[config.mk]
export PLATFORM = sky130hd
export DESIGN_NAME = spiking_neuron_core
export DESIGN_NICKNAME = d
export VERILOG_FILES = /design/src/rtl/neuron_pkg.sv /design/src/rtl/spike_delay_line.sv /design/src/rtl/synapse_bank.sv /design/src/rtl/neuron_eval.sv /design/src/rtl/spiking_neuron_core.sv
export SDC_FILE = /design/constraint.sdc
export NUM_CORES = 1
export LEC_CHECK = 0
export ABC_AREA = 1
export BUFFER_PORTS_ARGS = -buffer_cell sky130_fd_sc_hd__buf_2
export CORE_ASPECT_RATIO = 1.4
export CORE_MARGIN = 1.5
export CORE_UTILIZATION = 65
export CTS_BUF_LIST = sky130_fd_sc_hd__clkbuf_4 sky130_fd_sc_hd__clkbuf_8
export DETAILED_ROUTE_END_ITERATION = 6
export PLACE_DENSITY = 0.84
export RECOVER_POWER = 100
export SYNTH_ARGS = -nofsm -noshare
export SYNTH_HDL_FRONTEND = slang
export SYNTH_SLANG_ARGS = --single-unit
[constraint.sdc]
create_clock -name clk -period 5 [get_ports clk]
set_input_delay 1.25 -clock clk [delete_from_list [all_inputs] [get_ports clk]]
set_output_delay 1.25 -clock clk [all_outputs]
set_load 0.005 [all_outputs]
[src/rtl/neuron_pkg.sv]
`timescale 1ns/1ps
package neuron_pkg;
   typedef enum logic [1:0] {
      ST_IDLE    = 2'd0,
      ST_ACCUM   = 2'd1,
      ST_COMPARE = 2'd2,
      ST_UPDATE  = 2'd3
   } nrn_state_e;
endpackage

[src/rtl/spike_delay_line.sv]
`timescale 1ns/1ps
module spike_delay_line #(
   parameter int NS   = 3,
   parameter int DMAX = 7,
   parameter int DW   = 3
) (
   input  logic          clk,
   input  logic          rst_n,
   input  logic          tick,
   input  logic [NS-1:0] din,
   input  logic [DW-1:0] dly,
   output logic [NS-1:0] dout
);
   generate
      if (DMAX == 0) begin : g_nodelay
         assign dout = din;
      end else begin : g_delay
         logic [NS-1:0] hist_q [1:DMAX];
         always_ff @(posedge clk or negedge rst_n) begin
            if (!rst_n) begin
               for (int k = 1; k <= DMAX; k++) hist_q[k] <= '0;
            end else if (tick) begin
               hist_q[1] <= din;
               for (int k = 2; k <= DMAX; k++) hist_q[k] <= hist_q[k-1];
            end
         end
         always_comb begin
            dout = din;
            for (int k = 1; k <= DMAX; k++)
               if (int'(dly) == k) dout = hist_q[k];
            if (int'(dly) > DMAX) dout = hist_q[DMAX];
         end
      end
   endgenerate
endmodule

[src/rtl/synapse_bank.sv]
`timescale 1ns/1ps
module synapse_bank #(
   parameter int N_SYN    = 4,
   parameter int W        = 16,
   parameter int INC_STEP = 64,
   parameter int DEC_STEP = 32,
   localparam int IDXW    = $clog2(N_SYN)
) (
   input  logic                     clk,
   input  logic                     rst_n,
   input  logic                     upd_en,
   input  logic [IDXW-1:0]          upd_idx,
   input  logic                     upd_hit,
   input  logic [W-1:0]             disc_level,
   input  logic                     conn_req,
   input  logic [IDXW-1:0]          conn_idx,
   input  logic [W-1:0]             conn_weight,
   output logic [N_SYN-1:0][W-1:0]  weight,
   output logic [N_SYN-1:0]         linked
);
   localparam logic [W:0]   INC_EXT = (W+1)'(INC_STEP);
   localparam logic [W-1:0] DEC_VAL = W'(DEC_STEP);

   for (genvar i = 0; i < N_SYN; i++) begin : g_syn
      logic [W:0]   up_raw;
      logic [W-1:0] next_w;
      always_comb begin
         up_raw = {1'b0, weight[i]} + INC_EXT;
         if (upd_hit)
            next_w = up_raw[W] ? {W{1'b1}} : up_raw[W-1:0];
         else
            next_w = (weight[i] < DEC_VAL) ? '0 : weight[i] - DEC_VAL;
      end
      always_ff @(posedge clk or negedge rst_n) begin
         if (!rst_n) begin
            weight[i] <= '0;
            linked[i] <= 1'b0;
         end else begin
            if (upd_en && (upd_idx == IDXW'(i)) && linked[i]) begin
               weight[i] <= next_w;
               if (next_w < disc_level) linked[i] <= 1'b0;
            end
            if (conn_req && (conn_idx == IDXW'(i))) begin
               weight[i] <= conn_weight;
               linked[i] <= 1'b1;
            end
         end
      end
   end
endmodule

[src/rtl/neuron_eval.sv]
`timescale 1ns/1ps
module neuron_eval
   import neuron_pkg::*;
#(
   parameter int N_SYN = 4,
   parameter int W     = 16,
   localparam int IDXW = $clog2(N_SYN),
   localparam int SUMW = W + IDXW,
   localparam int CMPW = SUMW + 4
) (
   input  logic                     clk,
   input  logic                     rst_n,
   input  logic                     tick,
   input  logic                     master,
   input  logic [N_SYN-2:0]         slaves,
   input  logic [N_SYN-1:0][W-1:0]  weight,
   input  logic [N_SYN-1:0]         linked,
   output logic                     upd_en,
   output logic [IDXW-1:0]          upd_idx,
   output logic                     upd_hit,
   output logic                     fire,
   output logic                     busy,
   output logic [SUMW-1:0]          dbg_fired_sum,
   output logic [SUMW-1:0]          dbg_total_sum
);
   localparam logic [IDXW-1:0] LAST = IDXW'(N_SYN - 1);

   nrn_state_e      state_q;
   logic [N_SYN-1:0] smp_q;
   logic [IDXW-1:0] idx_q;
   logic [SUMW-1:0] acc_f_q, acc_t_q;
   logic            win;

   assign win     = (CMPW'(acc_f_q) * CMPW'(10)) > (CMPW'(acc_t_q) * CMPW'(9));
   assign busy    = (state_q != ST_IDLE);
   assign upd_en  = (state_q == ST_UPDATE);
   assign upd_idx = idx_q;
   assign upd_hit = smp_q[idx_q];

   always_ff @(posedge clk or negedge rst_n) begin
      if (!rst_n) begin
         state_q       <= ST_IDLE;
         smp_q         <= '0;
         idx_q         <= '0;
         acc_f_q       <= '0;
         acc_t_q       <= '0;
         fire          <= 1'b0;
         dbg_fired_sum <= '0;
         dbg_total_sum <= '0;
      end else begin
         fire <= 1'b0;
         unique case (state_q)
            ST_IDLE: begin
               if (tick && master) begin
                  smp_q   <= {slaves, master};
                  idx_q   <= '0;
                  acc_f_q <= '0;
                  acc_t_q <= '0;
                  state_q <= ST_ACCUM;
               end
            end
            ST_ACCUM: begin
               if (linked[idx_q]) begin
                  acc_t_q <= acc_t_q + SUMW'(weight[idx_q]);
                  if (smp_q[idx_q]) acc_f_q <= acc_f_q + SUMW'(weight[idx_q]);
               end
               if (idx_q == LAST) state_q <= ST_COMPARE;
               else               idx_q   <= idx_q + 1'b1;
            end
            ST_COMPARE: begin
               dbg_fired_sum <= acc_f_q;
               dbg_total_sum <= acc_t_q;
               fire          <= win;
               idx_q         <= '0;
               state_q       <= win ? ST_UPDATE : ST_IDLE;
            end
            ST_UPDATE: begin
               if (idx_q == LAST) state_q <= ST_IDLE;
               else               idx_q   <= idx_q + 1'b1;
            end
            default: state_q <= ST_IDLE;
         endcase
      end
   end
endmodule

[src/rtl/spiking_neuron_core.sv]
`timescale 1ns/1ps
module spiking_neuron_core #(
   parameter int N_SYN    = 4,
   parameter int W        = 16,
   parameter int INC_STEP = 64,
   parameter int DEC_STEP = 32,
   parameter int DLY_MAX  = 7,
   localparam int IDXW    = $clog2(N_SYN),
   localparam int SUMW    = W + IDXW,
   localparam int DLYW    = (DLY_MAX > 0) ? $clog2(DLY_MAX + 1) : 1
) (
   input  logic              clk,
   input  logic              rst_n,
   input  logic              tick,
   input  logic [N_SYN-1:0]  spike_in,
   input  logic [DLYW-1:0]   slave_delay,
   input  logic [W-1:0]      disc_level,
   input  logic              conn_req,
   input  logic [IDXW-1:0]   conn_idx,
   input  logic [W-1:0]      conn_weight,
   output logic              fire,
   output logic              busy,
   output logic [SUMW-1:0]   dbg_fired_sum,
   output logic [SUMW-1:0]   dbg_total_sum
);
   if (N_SYN < 2) begin : g_bad_nsyn
      $error("spiking_neuron_core: N_SYN must be at least 2");
   end
   if (INC_STEP < 1 || DEC_STEP < 1 || INC_STEP >= (1 << W) || DEC_STEP >= (1 << W)) begin : g_bad_step
      $error("spiking_neuron_core: step sizes must lie in 1..2**W-1");
   end

   logic [N_SYN-2:0]         slaves_dly;
   logic [N_SYN-1:0][W-1:0]  weight;
   logic [N_SYN-1:0]         linked;
   logic                     upd_en, upd_hit;
   logic [IDXW-1:0]          upd_idx;

   spike_delay_line #(.NS(N_SYN-1), .DMAX(DLY_MAX), .DW(DLYW)) u_dly (
      .clk(clk), .rst_n(rst_n), .tick(tick),
      .din(spike_in[N_SYN-1:1]), .dly(slave_delay), .dout(slaves_dly)
   );

   synapse_bank #(.N_SYN(N_SYN), .W(W), .INC_STEP(INC_STEP), .DEC_STEP(DEC_STEP)) u_bank (
      .clk(clk), .rst_n(rst_n),
      .upd_en(upd_en), .upd_idx(upd_idx), .upd_hit(upd_hit),
      .disc_level(disc_level),
      .conn_req(conn_req), .conn_idx(conn_idx), .conn_weight(conn_weight),
      .weight(weight), .linked(linked)
   );

   neuron_eval #(.N_SYN(N_SYN), .W(W)) u_eval (
      .clk(clk), .rst_n(rst_n), .tick(tick),
      .master(spike_in[0]), .slaves(slaves_dly),
      .weight(weight), .linked(linked),
      .upd_en(upd_en), .upd_idx(upd_idx), .upd_hit(upd_hit),
      .fire(fire), .busy(busy),
      .dbg_fired_sum(dbg_fired_sum), .dbg_total_sum(dbg_total_sum)
   );
endmodule

==> flow_metrics.tcl <==
set metrics [dict create \
    status "complete, but fails checks" \
    violations "max-capacitance violations, max-slew violations" \
    layout-drive-gt1-share 0.0724 \
    cts_sinks 170 \
    antenna_found_initial 0 \
    wl_um 45900 \
    top_layer "met4" \
    final_cell_mix "nand2_1 (450), inv_1 (255), a21oi_1 (199)" \
    hold_ws_ns 0.482 \
    overflow 0 \
    synth_mux_area_frac 0.00444 \
    syn-cell-area_um2 15200 \
    track_usage 0.383 \
    rsz0062_at_grt "false" \
    worstPathMaxFanout 33 \
    met2_length_um 22500 \
    final_common_cell "nand2_1" \
    synth_top_family_by_area "simple AND/OR/NAND/NOR gates" \
    first_iter_violations 1290 \
    cts_tree "done" \
    vias_per_cell 6.10 \
    cts_buffer_depth 2 \
    grt_pass1_vias 14700 \
    htree_levels 4 \
    area_delta_synth_final_pct 6.26 \
    io_buffer_count 82 \
    post-route-cell-area_um2 16200 \
    cts_buffers 17 \
    hold_path.class "flip-flop to flip-flop" \
    synth-main-ff-cell "dfrtp_1" \
    cp.arrival_ns 4.78 \
    peakVddDrop_v 0.000449 \
    period_share 0.868 \
    std_cell_rows 66 \
    final_hold_viol_count 0 \
    synth.distinct_cells 56 \
    hpwl_um 35700 \
    worstSetupEndpointType "flip-flop" \
    period_minus_slack_ns 4.34 \
    ant_nets 0 \
    nets 2373 \
    powerDensity_nw_per_um2 704 \
    cap_violations 2 \
    relSlewSlack -0.620 \
    syn-num-nets 2319 \
    yosysSeqAreaShare 0.280 \
    synthCells 2075 \
    drc 0 \
    initial_core_util 0.658 \
    tightest_slew_ns 2.43 \
    syn_avg_cell_area_um2 7.33 \
    fmax_mhz 230 \
    worst_setup_path_start_kind "flip-flop" \
    path_class "flip-flop to flip-flop" \
    setup.worst_path.start "u_eval.upd_idx[0]" \
    vias 14900 \
    r2r-start "u_eval.upd_idx[0]" \
    synth_simple_gate_area_frac 0.214 \
    wl_met3_um 2620 \
    synth_xor_xnor_area_share 0.0460 \
    required_ns 5.44 \
    post-place-cells 2416 \
    path_clk_slew_ns 0.10 \
    r2r_slack_ns 0.66 \
    met1_length_um 16700 \
    slew_violations 157 \
    synth_compound_gate_area_share 0.207 \
    clock_latency_ns 0.51 \
    wl_per_cell_um 18.7 \
    postSynth.asyncResetShare 1.00 \
    p_leak_nw 8.14 \
    setup_ws_ns 0.661 \
    clock_skew_ns 0.0173 \
    finalSetupViolations 0 \
    globalplace.congestion 1.03 \
    clockRootBuffer "clkbuf_8" \
    ys_ff_latch 170 \
    finalSetupTns_ns 0 \
    grt_max_degree 88 \
    firstDrtPassIters 5 \
    dpl_cell_area_um2 15800 \
    hold_start "u_eval.dbg_total_sum[17]" \
    coreArea_um2 23100 \
    ioPinCount 83 \
    diodes 0 \
    grt_first_pass_wirelength_um 73400 \
    fin_cells 2448 \
    synthAdderAreaFrac 0.166 \
    pre_cts_slack_ns 1.09 \
    die_h_um 184 \
    postCtsSetupRepairBufs 0 \
    ctsResizeCount 0 \
    die_area_um2 24400 \
    die_x_um 132 \
    synth_edf_count 0 \
    yosys_warnings 0 \
    cts_hold_buffers 0 \
]
## worst max-delay path, cell delays in order (launching register included)
cell	delay, ns
dfrtp_1	0.37
buf_4	0.22
inv_1	0.76
nand2_1	0.15
nand3_2	0.13
nand2_4	0.23
inv_4	0.27
nand2_1	0.25
inv_1	0.28
nand2_1	0.08
nand3_1	0.13
inv_1	0.07
ha_1	0.30
nand2_1	0.07
nor4b_1	0.67
nand2_1	0.11
nand2_1	0.08
nand2_1	0.05
nand2_1	0.05
## registers in the layout, summed over array words and instances (netlist names)
name	cells
u_eval.upd_idx	2
u_dly.g_delay.hist_q	21
u_eval.fire	1
u_eval.smp_q	4
u_eval.state_q	2
u_eval.acc_t_q	18
u_eval.dbg_total_sum	18
u_eval.dbg_fired_sum	18
u_eval.acc_f_q	18
u_bank.linked	4
u_bank.weight	64
## per-layer routing
metal / GRT usage / up-vias
li1: - / 7174
met1: 0.410 / 6944
met2: 0.675 / 597
met3: 0.0546 / 219
met4: 0.311 / 0
met5: 0 / -
## path summary, 6_finish.rpt
check | end | cells past startpoint
hold / removal | u_eval.dbg_total_sum[17] | 2
min in group asynchronous | u_dly.g_delay.hist_q[15] | 1
setup reg to reg | u_bank.linked[0] | 18
hold reg to reg | u_eval.dbg_total_sum[17] | 2
setup / recovery | u_bank.linked[0] | 18
max in group asynchronous | u_eval.dbg_total_sum[15] | 1
## metrics by stage
step / power (mW) / utilization
after floorplan: 8.08 / -
after global placement: 9.86 / 0.685
after detailed placement: 10.1 / 0.685
after CTS: 11.3 / 0.704
after global routing: 12.5 / 0.699
final: 11.4 / 0.699
## power by group
part	internal, mW	total (mW)	switching (mW)
clock network	0.526	1.11	0.585
logic	2.76	7.79	5.03
registers	1.89	2.49	0.606
total	5.17	11.4	6.22
## area by class of cell
class | instances | area (um^2)
Timing Repair Buffer | 94 | 477
Sequential cell | 170 | 4250
Clock buffer | 19 | 255
Fill cell | 1950 | 6950
Inverter | 259 | 975
Clock inverter | 13 | 176
Tap cell | 306 | 383
Multi-Input combinational cell | 1587 | 9650
## synthesized netlist by cell type, types with 4 or more instances
cell	n	area share
buf_2	18	0.0059
nor3_2	4	0.0026
nand4_1	16	0.0066
nor2_1	134	0.033
mux2_2	6	0.0044
a21oi_1	199	0.065
xnor2_1	20	0.012
fa_1	4	0.0053
buf_4	6	0.0030
a21boi_0	6	0.0030
inv_1	250	0.062
o221ai_1	35	0.020
nor2_2	6	0.0025
dfrtp_1	170	0.28
o21bai_1	5	0.0025
a211oi_1	8	0.0039
inv_2	8	0.0020
o31ai_1	10	0.0049
nand2_1	448	0.11
nor3_4	5	0.0053
nand2_2	6	0.0025
a221oi_2	4	0.0039
nor3_1	21	0.0069
a31oi_1	5	0.0021
ha_1	195	0.16
xor2_1	60	0.035
o21ai_0	188	0.062
o21ai_1	8	0.0026
nand3_1	101	0.033
o22ai_1	18	0.0074
or2_2	9	0.0037
clkbuf_1	30	0.0074
o211ai_1	30	0.015
## cell families (layout without fill, tap and decap cells)
group	after synthesis	after routing
simple gates	762	762
flops	170	170
fa+ha+maj	199	199
buf+inv	318	385
compound gates	540	540
mux	6	6
xor+xnor	80	80
Power figures use the tool's default switching activity.
